===== src/rtl/dmacp_pkg.sv =====
package dmacp_pkg;
  typedef enum logic [1:0] {ST_IDLE, ST_RD, ST_WR, ST_POST} mover_st_e;
  localparam int CFG_W   = 32;
  localparam int WSZ_LSB = 24;
  localparam int RSZ_LSB = 28;
  localparam int SZ_W    = 4;
  localparam int RPT_BIT = 2;
endpackage


===== src/rtl/dmacp_size_dec.sv =====
module dmacp_size_dec
  import dmacp_pkg::*;
#(
  parameter int MAX_LG = 6,
  localparam int LG_W  = $clog2(MAX_LG + 1)
) (
  input  logic [CFG_W-1:0] cfg,
  output logic             mismatch,
  output logic [LG_W-1:0]  lg
);
  logic [SZ_W-1:0] wsz, rsz;

  function automatic logic [LG_W-1:0] cap_lg(input logic [SZ_W-1:0] fld);
    if (int'(fld) > MAX_LG) return LG_W'(MAX_LG);
    return LG_W'(fld);
  endfunction

  assign wsz      = cfg[WSZ_LSB +: SZ_W];
  assign rsz      = cfg[RSZ_LSB +: SZ_W];
  assign mismatch = (wsz != rsz);
  assign lg       = cap_lg(wsz);
endmodule


===== src/rtl/dmacp_chunk_len.sv =====
module dmacp_chunk_len #(
  parameter int CNT_W  = 32,
  parameter int MAX_LG = 6,
  localparam int LG_W  = $clog2(MAX_LG + 1),
  localparam int LEN_W = MAX_LG + 1
) (
  input  logic [CNT_W-1:0] remain,
  input  logic [LG_W-1:0]  lg,
  output logic [LEN_W-1:0] len,
  output logic             is_last
);
  function automatic logic [LEN_W-1:0] pick_len(input logic [CNT_W-1:0] rem,
                                                input logic [LG_W-1:0] l);
    logic [CNT_W-1:0] full;
    full = CNT_W'(1) << l;
    if (rem < full) return LEN_W'(rem);
    return LEN_W'(full);
  endfunction

  assign len     = pick_len(remain, lg);
  assign is_last = (remain <= CNT_W'(len));
endmodule


===== src/rtl/dmacp_hold_buf.sv =====
module dmacp_hold_buf #(
  parameter int DATA_W = 512
) (
  input  logic              clk,
  input  logic              rst_n,
  input  logic              load,
  input  logic [DATA_W-1:0] din,
  output logic [DATA_W-1:0] dout
);
  always_ff @(posedge clk or negedge rst_n) begin
    if (!rst_n)    dout <= '0;
    else if (load) dout <= din;
  end
endmodule


===== src/rtl/dma_chunk_mover.sv =====
module dma_chunk_mover
  import dmacp_pkg::*;
#(
  parameter int ADDR_W = 32,
  parameter int CNT_W  = 32,
  parameter int MAX_LG = 6,
  localparam int LG_W   = $clog2(MAX_LG + 1),
  localparam int LEN_W  = MAX_LG + 1,
  localparam int DATA_W = 8 * (1 << MAX_LG)
) (
  input  logic              clk,
  input  logic              rst_n,
  input  logic              start_i,
  input  logic [CFG_W-1:0]  cfg_i,
  input  logic [CNT_W-1:0]  bytes_i,
  input  logic [ADDR_W-1:0] dst_i,
  input  logic [ADDR_W-1:0] src_i,
  output logic              rd_req_o,
  output logic [ADDR_W-1:0] rd_addr_o,
  output logic [LEN_W-1:0]  rd_len_o,
  input  logic              rd_ready_i,
  input  logic [DATA_W-1:0] rd_data_i,
  output logic              wr_req_o,
  output logic [ADDR_W-1:0] wr_addr_o,
  output logic [LEN_W-1:0]  wr_len_o,
  output logic [DATA_W-1:0] wr_data_o,
  input  logic              wr_ready_i,
  output logic [CFG_W-1:0]  xcfg_o,
  output logic [CNT_W-1:0]  xbytes_o,
  output logic [ADDR_W-1:0] xdst_o,
  output logic [ADDR_W-1:0] xsrc_o,
  output logic              busy_o,
  output logic              fin_o,
  output logic              done_o,
  output logic              err_o,
  output logic              run_clr_o
);
  mover_st_e         st;
  logic [LG_W-1:0]   lg_q, stage_lg;
  logic              stage_mismatch;
  logic [CNT_W-1:0]  orig_bytes;
  logic [ADDR_W-1:0] orig_dst, orig_src;
  logic              ok_q;
  logic [LEN_W-1:0]  cur_len;
  logic              cur_last;

  // named events for the checker
  logic start_take, rd_fire, wr_fire, zero_req, bad_req;
  assign start_take = (st == ST_IDLE) && start_i;
  assign zero_req   = start_take && (bytes_i == '0);
  assign bad_req    = start_take && !zero_req && stage_mismatch;
  assign rd_fire    = (st == ST_RD) && rd_ready_i;
  assign wr_fire    = (st == ST_WR) && wr_ready_i;

  dmacp_size_dec #(.MAX_LG(MAX_LG)) u_size (
    .cfg(cfg_i), .mismatch(stage_mismatch), .lg(stage_lg)
  );

  dmacp_chunk_len #(.CNT_W(CNT_W), .MAX_LG(MAX_LG)) u_len (
    .remain(xbytes_o), .lg(lg_q), .len(cur_len), .is_last(cur_last)
  );

  dmacp_hold_buf #(.DATA_W(DATA_W)) u_buf (
    .clk(clk), .rst_n(rst_n), .load(rd_fire), .din(rd_data_i), .dout(wr_data_o)
  );

  always_ff @(posedge clk or negedge rst_n) begin
    if (!rst_n) begin
      st         <= ST_IDLE;
      lg_q       <= '0;
      xcfg_o     <= '0;
      xbytes_o   <= '0;
      xdst_o     <= '0;
      xsrc_o     <= '0;
      orig_bytes <= '0;
      orig_dst   <= '0;
      orig_src   <= '0;
      done_o     <= 1'b0;
      err_o      <= 1'b0;
      ok_q       <= 1'b0;
    end else begin
      unique case (st)
        ST_IDLE: begin
          if (zero_req) begin
            done_o <= 1'b1;
            ok_q   <= 1'b1;
            st     <= ST_POST;
          end else if (bad_req) begin
            err_o <= 1'b1;
            ok_q  <= 1'b0;
            st    <= ST_POST;
          end else if (start_take) begin
            xcfg_o     <= cfg_i;
            xbytes_o   <= bytes_i;
            xdst_o     <= dst_i;
            xsrc_o     <= src_i;
            orig_bytes <= bytes_i;
            orig_dst   <= dst_i;
            orig_src   <= src_i;
            lg_q       <= stage_lg;
            done_o     <= 1'b0;
            err_o      <= 1'b0;
            st         <= ST_RD;
          end
        end
        ST_RD: if (rd_fire) st <= ST_WR;
        ST_WR: begin
          if (wr_fire) begin
            xsrc_o   <= xsrc_o + ADDR_W'(cur_len);
            xdst_o   <= xdst_o + ADDR_W'(cur_len);
            xbytes_o <= xbytes_o - CNT_W'(cur_len);
            if (cur_last) begin
              if (xcfg_o[RPT_BIT]) begin
                xbytes_o <= orig_bytes;
                xdst_o   <= orig_dst;
                xsrc_o   <= orig_src;
              end
              done_o <= 1'b1;
              ok_q   <= 1'b1;
              st     <= ST_POST;
            end else begin
              st <= ST_RD;
            end
          end
        end
        ST_POST: st <= ST_IDLE;
        default: st <= ST_IDLE;
      endcase
    end
  end

  assign rd_req_o  = (st == ST_RD);
  assign rd_addr_o = xsrc_o;
  assign rd_len_o  = cur_len;
  assign wr_req_o  = (st == ST_WR);
  assign wr_addr_o = xdst_o;
  assign wr_len_o  = cur_len;
  assign busy_o    = (st != ST_IDLE);
  assign fin_o     = (st == ST_POST);
  assign run_clr_o = fin_o && ok_q;
endmodule


===== config.mk =====
export PLATFORM = sky130hd
export DESIGN_NAME = dma_chunk_mover
export DESIGN_NICKNAME = d
export VERILOG_FILES = /design/src/rtl/dmacp_pkg.sv /design/src/rtl/dmacp_size_dec.sv /design/src/rtl/dmacp_chunk_len.sv /design/src/rtl/dmacp_hold_buf.sv /design/src/rtl/dma_chunk_mover.sv
export SDC_FILE = /design/constraint.sdc
export NUM_CORES = 1
export LEC_CHECK = 0
export CAP_MARGIN = 20
export CORE_AREA = 2 2 534 536
export CTS_CLUSTER_SIZE = 24
export DETAILED_ROUTE_END_ITERATION = 8
export DIE_AREA = 0 0 536 538
export HOLD_SLACK_MARGIN = 0.06
export PLACE_DENSITY_LB_ADDON = 0.15
export SYNTH_ARGS = -nofsm -noshare
export SYNTH_HDL_FRONTEND = slang
export SYNTH_SLANG_ARGS = --single-unit
export TNS_END_PERCENT = 100

===== constraint.sdc =====
create_clock -name clk -period 5.45 [get_ports clk]
set_input_delay 1.09 -clock clk [delete_from_list [all_inputs] [get_ports clk]]
set_output_delay 1.09 -clock clk [all_outputs]
set_load 0.02 [all_outputs]

# [Word-level counts from Yosys, hierarchy flattened]
# Index checks and enable logic that the tools add are counted.
[totals] reg_bits=744 output_inout_bits=725
[classes] addsub=3 magnitude_cmp=3 n_eq_ne=14 n_shift=1 mux=44 bitwise=2 reduce_logical=19
[op_table] cell="two-way mux 32 bit" n=18
[op_table] cell="case mux 32 bit (2 select lines)" n=3
[op_table] cell="adder 32 x 7 -> 32 bit" n=2
[op_table] cell="<= comparator 32 x 7 -> 1 bit" n=1
[op_table] cell="zero test 32 bit" n=1
[op_table] cell="less-than comparator 32 bit" n=1
[op_table] cell="left shift 1 x 3 -> 32 bit (first input constant)" n=1
[op_table] cell="subtractor 32 x 7 -> 32 bit" n=1
[op_table] cell="two-way mux 7 bit" n=2
[op_table] cell="two-way mux 2 bit" n=6
[op_table] cell="two-way mux 1 bit" n=10
[op_table] cell="AND reduction 5 bit" n=2
[op_table] cell="inequality test 3 bit (second input constant)" n=3
[op_table] cell="case mux 2 bit (4 select lines)" n=1
[op_table] cell="AND reduction 4 bit" n=2
[op_table] cell="logical AND 1 bit" n=7
[op_table] cell="two-way mux 3 bit" n=2
[op_table] cell="inequality test 2 x 1 -> 1 bit (second input constant)" n=3
[op_table] cell="inequality test 2 bit (second input constant)" n=3
[op_table] cell="AND reduction 3 bit" n=2
[op_table] cell="nonzero test 2 bit" n=3
[op_table] cell="equality test 2 bit (second input constant)" n=2
[op_table] cell="greater-than comparator 4 x 3 -> 1 bit (second input constant)" n=1
[op_table] cell="inequality test 4 bit" n=1
[op_table] cell="6 further kinds" n=8

# [Depth between registers and ports, before layout]
[logic_depth] ltp_word=9 ltp_mapped=22

# [Cells and area by module]
# From an unflattened synthesis, not the netlist that was laid out.
[hier_totals] cells_unflattened=2791 area_unflattened_um2=33040.4
[modules_own_cells] mod="dmacp_hold_buf" n_inst=1 cells_each=1081 area_each_um2=19220.9
[modules_own_cells] mod="dma_chunk_mover" n_inst=1 cells_each=1622 area_each_um2=13122.6
[modules_own_cells] mod="dmacp_chunk_len" n_inst=1 cells_each=79 area_each_um2=631.9
[modules_own_cells] mod="dmacp_size_dec" n_inst=1 cells_each=9 area_each_um2=65.1

# [Worst setup path after synthesis]
# No wires, ideal clock.
[synth_path] path_type="reg2reg" startpoint="register lg_q[0]" endpoint="register xbytes_o[11]" setup_time_ps=64 arrival_ps=4859 t_required_ps=5386 setup_slack_ps=527 path_stages_with_launch=22 path_buffers=3 period_less_slack_ps=4923 path_cell_list="dfrtp_1 -> clkbuf_1 -> nor3b_1 -> inv_1 -> ha_1 -> a21boi_0 -> o21ai_0 -> nand2b_1 -> a21oi_1 -> o211ai_1 -> buf_2 -> mux2_2 -> ha_1 -> fa_1 -> nand2b_1 -> a211o_1 -> a21o_1 -> a31o_2 -> buf_4 -> or4_1 -> a31oi_1 -> a21o_1"
[synth_via] elab_chain_len=9
[synth_rtl] item="start: declaration" line="dma_chunk_mover.sv:39" text="logic [LG_W-1:0] lg_q, stage_lg;"
[synth_rtl] item="start signal: assignment" line="dma_chunk_mover.sv:100" text="lg_q <= stage_lg;"
[synth_rtl] item="left shift 1 x 3 -> 32 bit *" line="dmacp_chunk_len.sv:15" text="full = CNT_W'(1) << l;"
[synth_rtl] item="less-than comparator 32 bit" line="dmacp_chunk_len.sv:16" text="if (rem < full) return LEN_W'(rem);"
[synth_rtl] item="two-way mux 1 bit" line="dmacp_chunk_len.sv:16"
[synth_rtl] item="two-way mux 7 bit *" line="dmacp_chunk_len.sv:17" text="return LEN_W'(full);"
[synth_rtl] item="named net rd_len_o[0]" line="dma_chunk_mover.sv:20" text="output logic [LEN_W-1:0] rd_len_o,"
[synth_rtl] item="subtractor 32 x 7 -> 32 bit" line="dma_chunk_mover.sv:111" text="xbytes_o <= xbytes_o - CNT_W'(cur_len);"
[synth_rtl] item="two-way mux 32 bit" line="dma_chunk_mover.sv:113" text="if (xcfg_o[RPT_BIT]) begin"
[synth_rtl] item="two-way mux 32 bit *" line="dma_chunk_mover.sv:112" text="if (cur_last) begin"
[synth_rtl] item="two-way mux 32 bit *" line="dma_chunk_mover.sv:108" text="if (wr_fire) begin"
[synth_rtl] item="case mux 32 bit (2 select lines) *" line="dma_chunk_mover.sv:82" text="unique case (st)"
[synth_rtl] item="end signal: assignment" line="dma_chunk_mover.sv:94" text="xbytes_o <= bytes_i;"
[synth_rtl] item="end signal: assignment" line="dma_chunk_mover.sv:111"
[synth_rtl] item="end signal: assignment" line="dma_chunk_mover.sv:114" text="xbytes_o <= orig_bytes;"
[synth_rtl] item="end: declaration" line="dma_chunk_mover.sv:29" text="output logic [CNT_W-1:0] xbytes_o,"
# Mark *: on every way through the listed nets, which the timed path passes. The rest lies on a longest branch. The select of a mux whose other input is x is not followed.
# A chain may end at the register's enable or synchronous reset.

# [Worst setup path in the final report]
[layout_path] startpoint="register lg_q[1]" endpoint="output port wr_len_o[1]"
[layout_via] elab_chain_len=4
[layout_rtl] item="left shift 1 x 3 -> 32 bit *" line="dmacp_chunk_len.sv:15"
[layout_rtl] item="less-than comparator 32 bit" line="dmacp_chunk_len.sv:16"
[layout_rtl] item="two-way mux 1 bit" line="dmacp_chunk_len.sv:16"
[layout_rtl] item="two-way mux 7 bit *" line="dmacp_chunk_len.sv:17"
[layout_rtl] item="end: declaration" line="dma_chunk_mover.sv:25" text="output logic [LEN_W-1:0] wr_len_o,"
# Mark *: on every way between the ends. The rest lies on a longest branch, timed or not.

==> metrics.md <==
| Metric | Value |
|---|---|
| Total core area | `0.283 sq mm` |
| YS warnings | `0` |
| Final setup violation count | `0` |
| Syn_area_per_cell | `11.9 sq um` |
| Fin crit share | `between 90% and 100%` |
| Post-synthesis mux area share | `a little under a fifth` |
| Run status | `completed` |
| Total GRT Usage | `14.8%` |
| Register area share after synthesis | `57.3%` |
| Max IR drop VDD | `0.258 mV` |
| GRT overflow | `0` |
| Commonest non-fill, non-tap cell in the layout | `clkdlybuf4s50_1` |
| RSZ-0062 raised after global routing | `false` |
| Worst Skew | `0.0557 ns` |
| Most frequent cells in the layout | `clkdlybuf4s50_1 (1,368), dfrtp_1 (744), mux2_2 (542)` |
| Vias per Instance | `approximately 3.6` |
| TritonCTS buffer count | `109` |
| Cells after synthesis | `2,724` |
| Die area | `0.288 sq mm` |
| MaxCap Viol Count | `0` |
| CP endpoint kind | `primary output` |
| Global-route wire length before repair | `287 mm` |
| CTS hold repair buffers | `0` |
| Max FO, Critical Path | `12` |
| Detailed-route DRC error count | `0` |
| Worst min path class | `in -> async` |
| Dpl hpwl | `182 mm` |
| Slew margin rel. | `32.1%` |
| I/O Buffers | `between 1,000 and 1,500` |
| Num rows | `roughly 200` |
| Asr flop ratio synth | `100%` |
| I/O Pins | `1,370` |
| Power Dens Cells | `651 mW/mm^2` |
| Largest net degree at the start of global routing | `112` |
| Cells after DPL | `between 7,000 and 8,000` |
| Final WL | `221 mm` |
| Leak Pwr | `22.0 nW` |
| Final Wtd Congestion | `around 0.80` |
| Netlist cell types | `70` |
| Primary FF master, synth | `dfrtp_1` |
| Post-synthesis compound-gate area fraction | `8.28%` |
| Root Buffer | `clkbuf_16` |
| Main combinational cell family by area after synthesis | `multiplexers` |
| Fmax | `between 0.15 and 0.2 GHz` |
| Setup tns final | `0 ns` |
| Synth Area in Simple Gates | `a little under a tenth` |
| Mapped cell area | `0.0325 sq mm` |
| Final min period | `around 5.1 ns` |
| Req. time, crit path | `4.36 ns` |
| Yosys reg bits | `744` |
| Worst-Margin Slew | `slightly above 1 ns` |
| CTS H-tree depth | `3` |
| Iteration-0 DRC Markers | `1,468` |
| Fin cells | `7,973` |
| Bufs on Longest Clock Path | `4` |
| Gates resized, CTS repair | `0` |
| CTS tree | `done` |
| Fin. max-slew vios | `0` |
| Post-Synth XOR/XNOR Area | `less than 1%` |
| Worst setup SP type | `register` |
| Clk sinks | `744` |
| Postcts setup bufs | `0` |
| CTS clk-pin slew, worst paths | `0.06 ns` |
| Die Y | `about 540 um` |
| Width of the chip | `536 um` |
| Number of global-route vias before repair | `roughly 29,000` |
| Crit path DAT | `~4 ns` |
| EDFF count, synth | `0` |
| Adder-Cell Fraction of Synth Area | `1.26%` |
| Initial antenna violation count | `about 200` |
| Worst skew pair latency | `0.82 ns` |
| Area grow syn2layout | `68.3%` |
| Layout cells sized above 1 | `between 20% and 30%` |
| Initial Util | `between 10% and 20%` |
| Critical path type | `reg -> out` |
| Wire per inst | `27.7 um` |
| Hold_ws | `between 0.2 and 0.3 ns` |
| Nets | `4,750` |
| Post-Syn Nets | `3,400` |
| 1st-pass router iterations | `7` |
| Final ANT Viol Nets | `0` |
| Final hold violation count | `0` |
| DR vias | `28,300` |
## routing by layer
layer,global-route usage (%),part of all wire [%],vias up
li1,-,-,12400
met1,15.1,35,14200
met2,26.3,50,1174
met3,8.24,12,413
met4,3.09,2.1,178
met5,0,0.52,-
## per-stage QoR
| step | power [mW] | util (%) | cell area [sq um] | setup WS (ns) |
|---|---|---|---|---|
| global route | 37.5 | 19.3 | 54600 | 0.0114 |
| global placement | 28.7 | 18.0 | 50900 | 0.387 |
| floorplan | 18.2 | - | 32500 | 0.527 |
| finish | 35.6 | 19.3 | 54700 | 0.302 |
| detailed placement | 28.8 | 18.0 | 50900 | 0.452 |
| CTS | 36.5 | 19.3 | 54500 | 0.0807 |
## cell families after synthesis
group | after synthesis
buffers and inverters | 259
adders and majority gates | 31
xor gates and xnor gates | 24
AOI/OAI and AO/OA | 420
DFF | 744
and+or+nand+nor | 696
muxes | 550
## flip-flops by register name, summed over array words and instances, names as in the netlist
signal	count
lg_q	3
xcfg_o	32
ok_q	1
xbytes_o	32
st	2
err_o	1
wr_addr_o	32
u_buf.dout	512
done_o	1
orig_src	32
orig_bytes	32
rd_addr_o	32
orig_dst	32
## synth_stat cells (29+ instances only)
master | count | share of area, %
a211oi_1 | 40 | 0.92
a31oi_1 | 29 | 0.56
dfrtp_1 | 744 | 57
nor2_1 | 88 | 1.0
nand2_1 | 433 | 5.0
clkbuf_1 | 126 | 1.5
o21ai_0 | 123 | 1.9
a21oi_1 | 61 | 0.94
nand3_1 | 36 | 0.55
mux2_2 | 542 | 19
buf_4 | 80 | 1.8
inv_1 | 31 | 0.36
## worst max-delay path, cell delays in order, from the launching register on
cell             delay (ns)
dfrtp_1                0.47
and3b_1                0.36
inv_1                  0.06
ha_1                   0.29
a21o_1                 0.18
a21o_1                 0.17
a21oi_1                0.19
o211ai_1               0.15
buf_4                  0.24
mux2i_2                0.29
buf_4                  0.19
clkdlybuf4s50_1        0.65
## layout make-up
class | count | area [sq um]
inverter | 32 | 120
clock buffer | 163 | 3220
multi-input combinational | 1721 | 12700
tap | 3762 | 4710
sequential | 744 | 18600
fill | 31000 | 229000
timing repair buffer | 1466 | 14800
antenna | 53 | 133
clock inverter | 32 | 438
## where the power goes
group | internal (mW) | total, mW | switching, mW
Combinational | 7.97 | 17.9 | 9.89
Sequential | 8.21 | 10.3 | 2.08
Clock | 4.48 | 7.45 | 2.97
## final timing paths
kind | start | end | slack, ns | cells past startpoint
worst max-delay path | lg_q[1] | wr_len_o[1] | 0.30 | 11
worst min-delay path | rst_n | u_buf.dout[34] | 0.29 | 1
worst max register to register | lg_q[1] | wr_addr_o[22] | 0.50 | 18
worst min register to register | orig_bytes[24] | orig_bytes[24] | 0.47 | 2
max in group asynchronous | rst_n | wr_addr_o[13] | 3.85 | 2
min in group clk | orig_bytes[24] | orig_bytes[24] | 0.47 | 2
No activity file was read; power rests on OpenSTA's default activity.
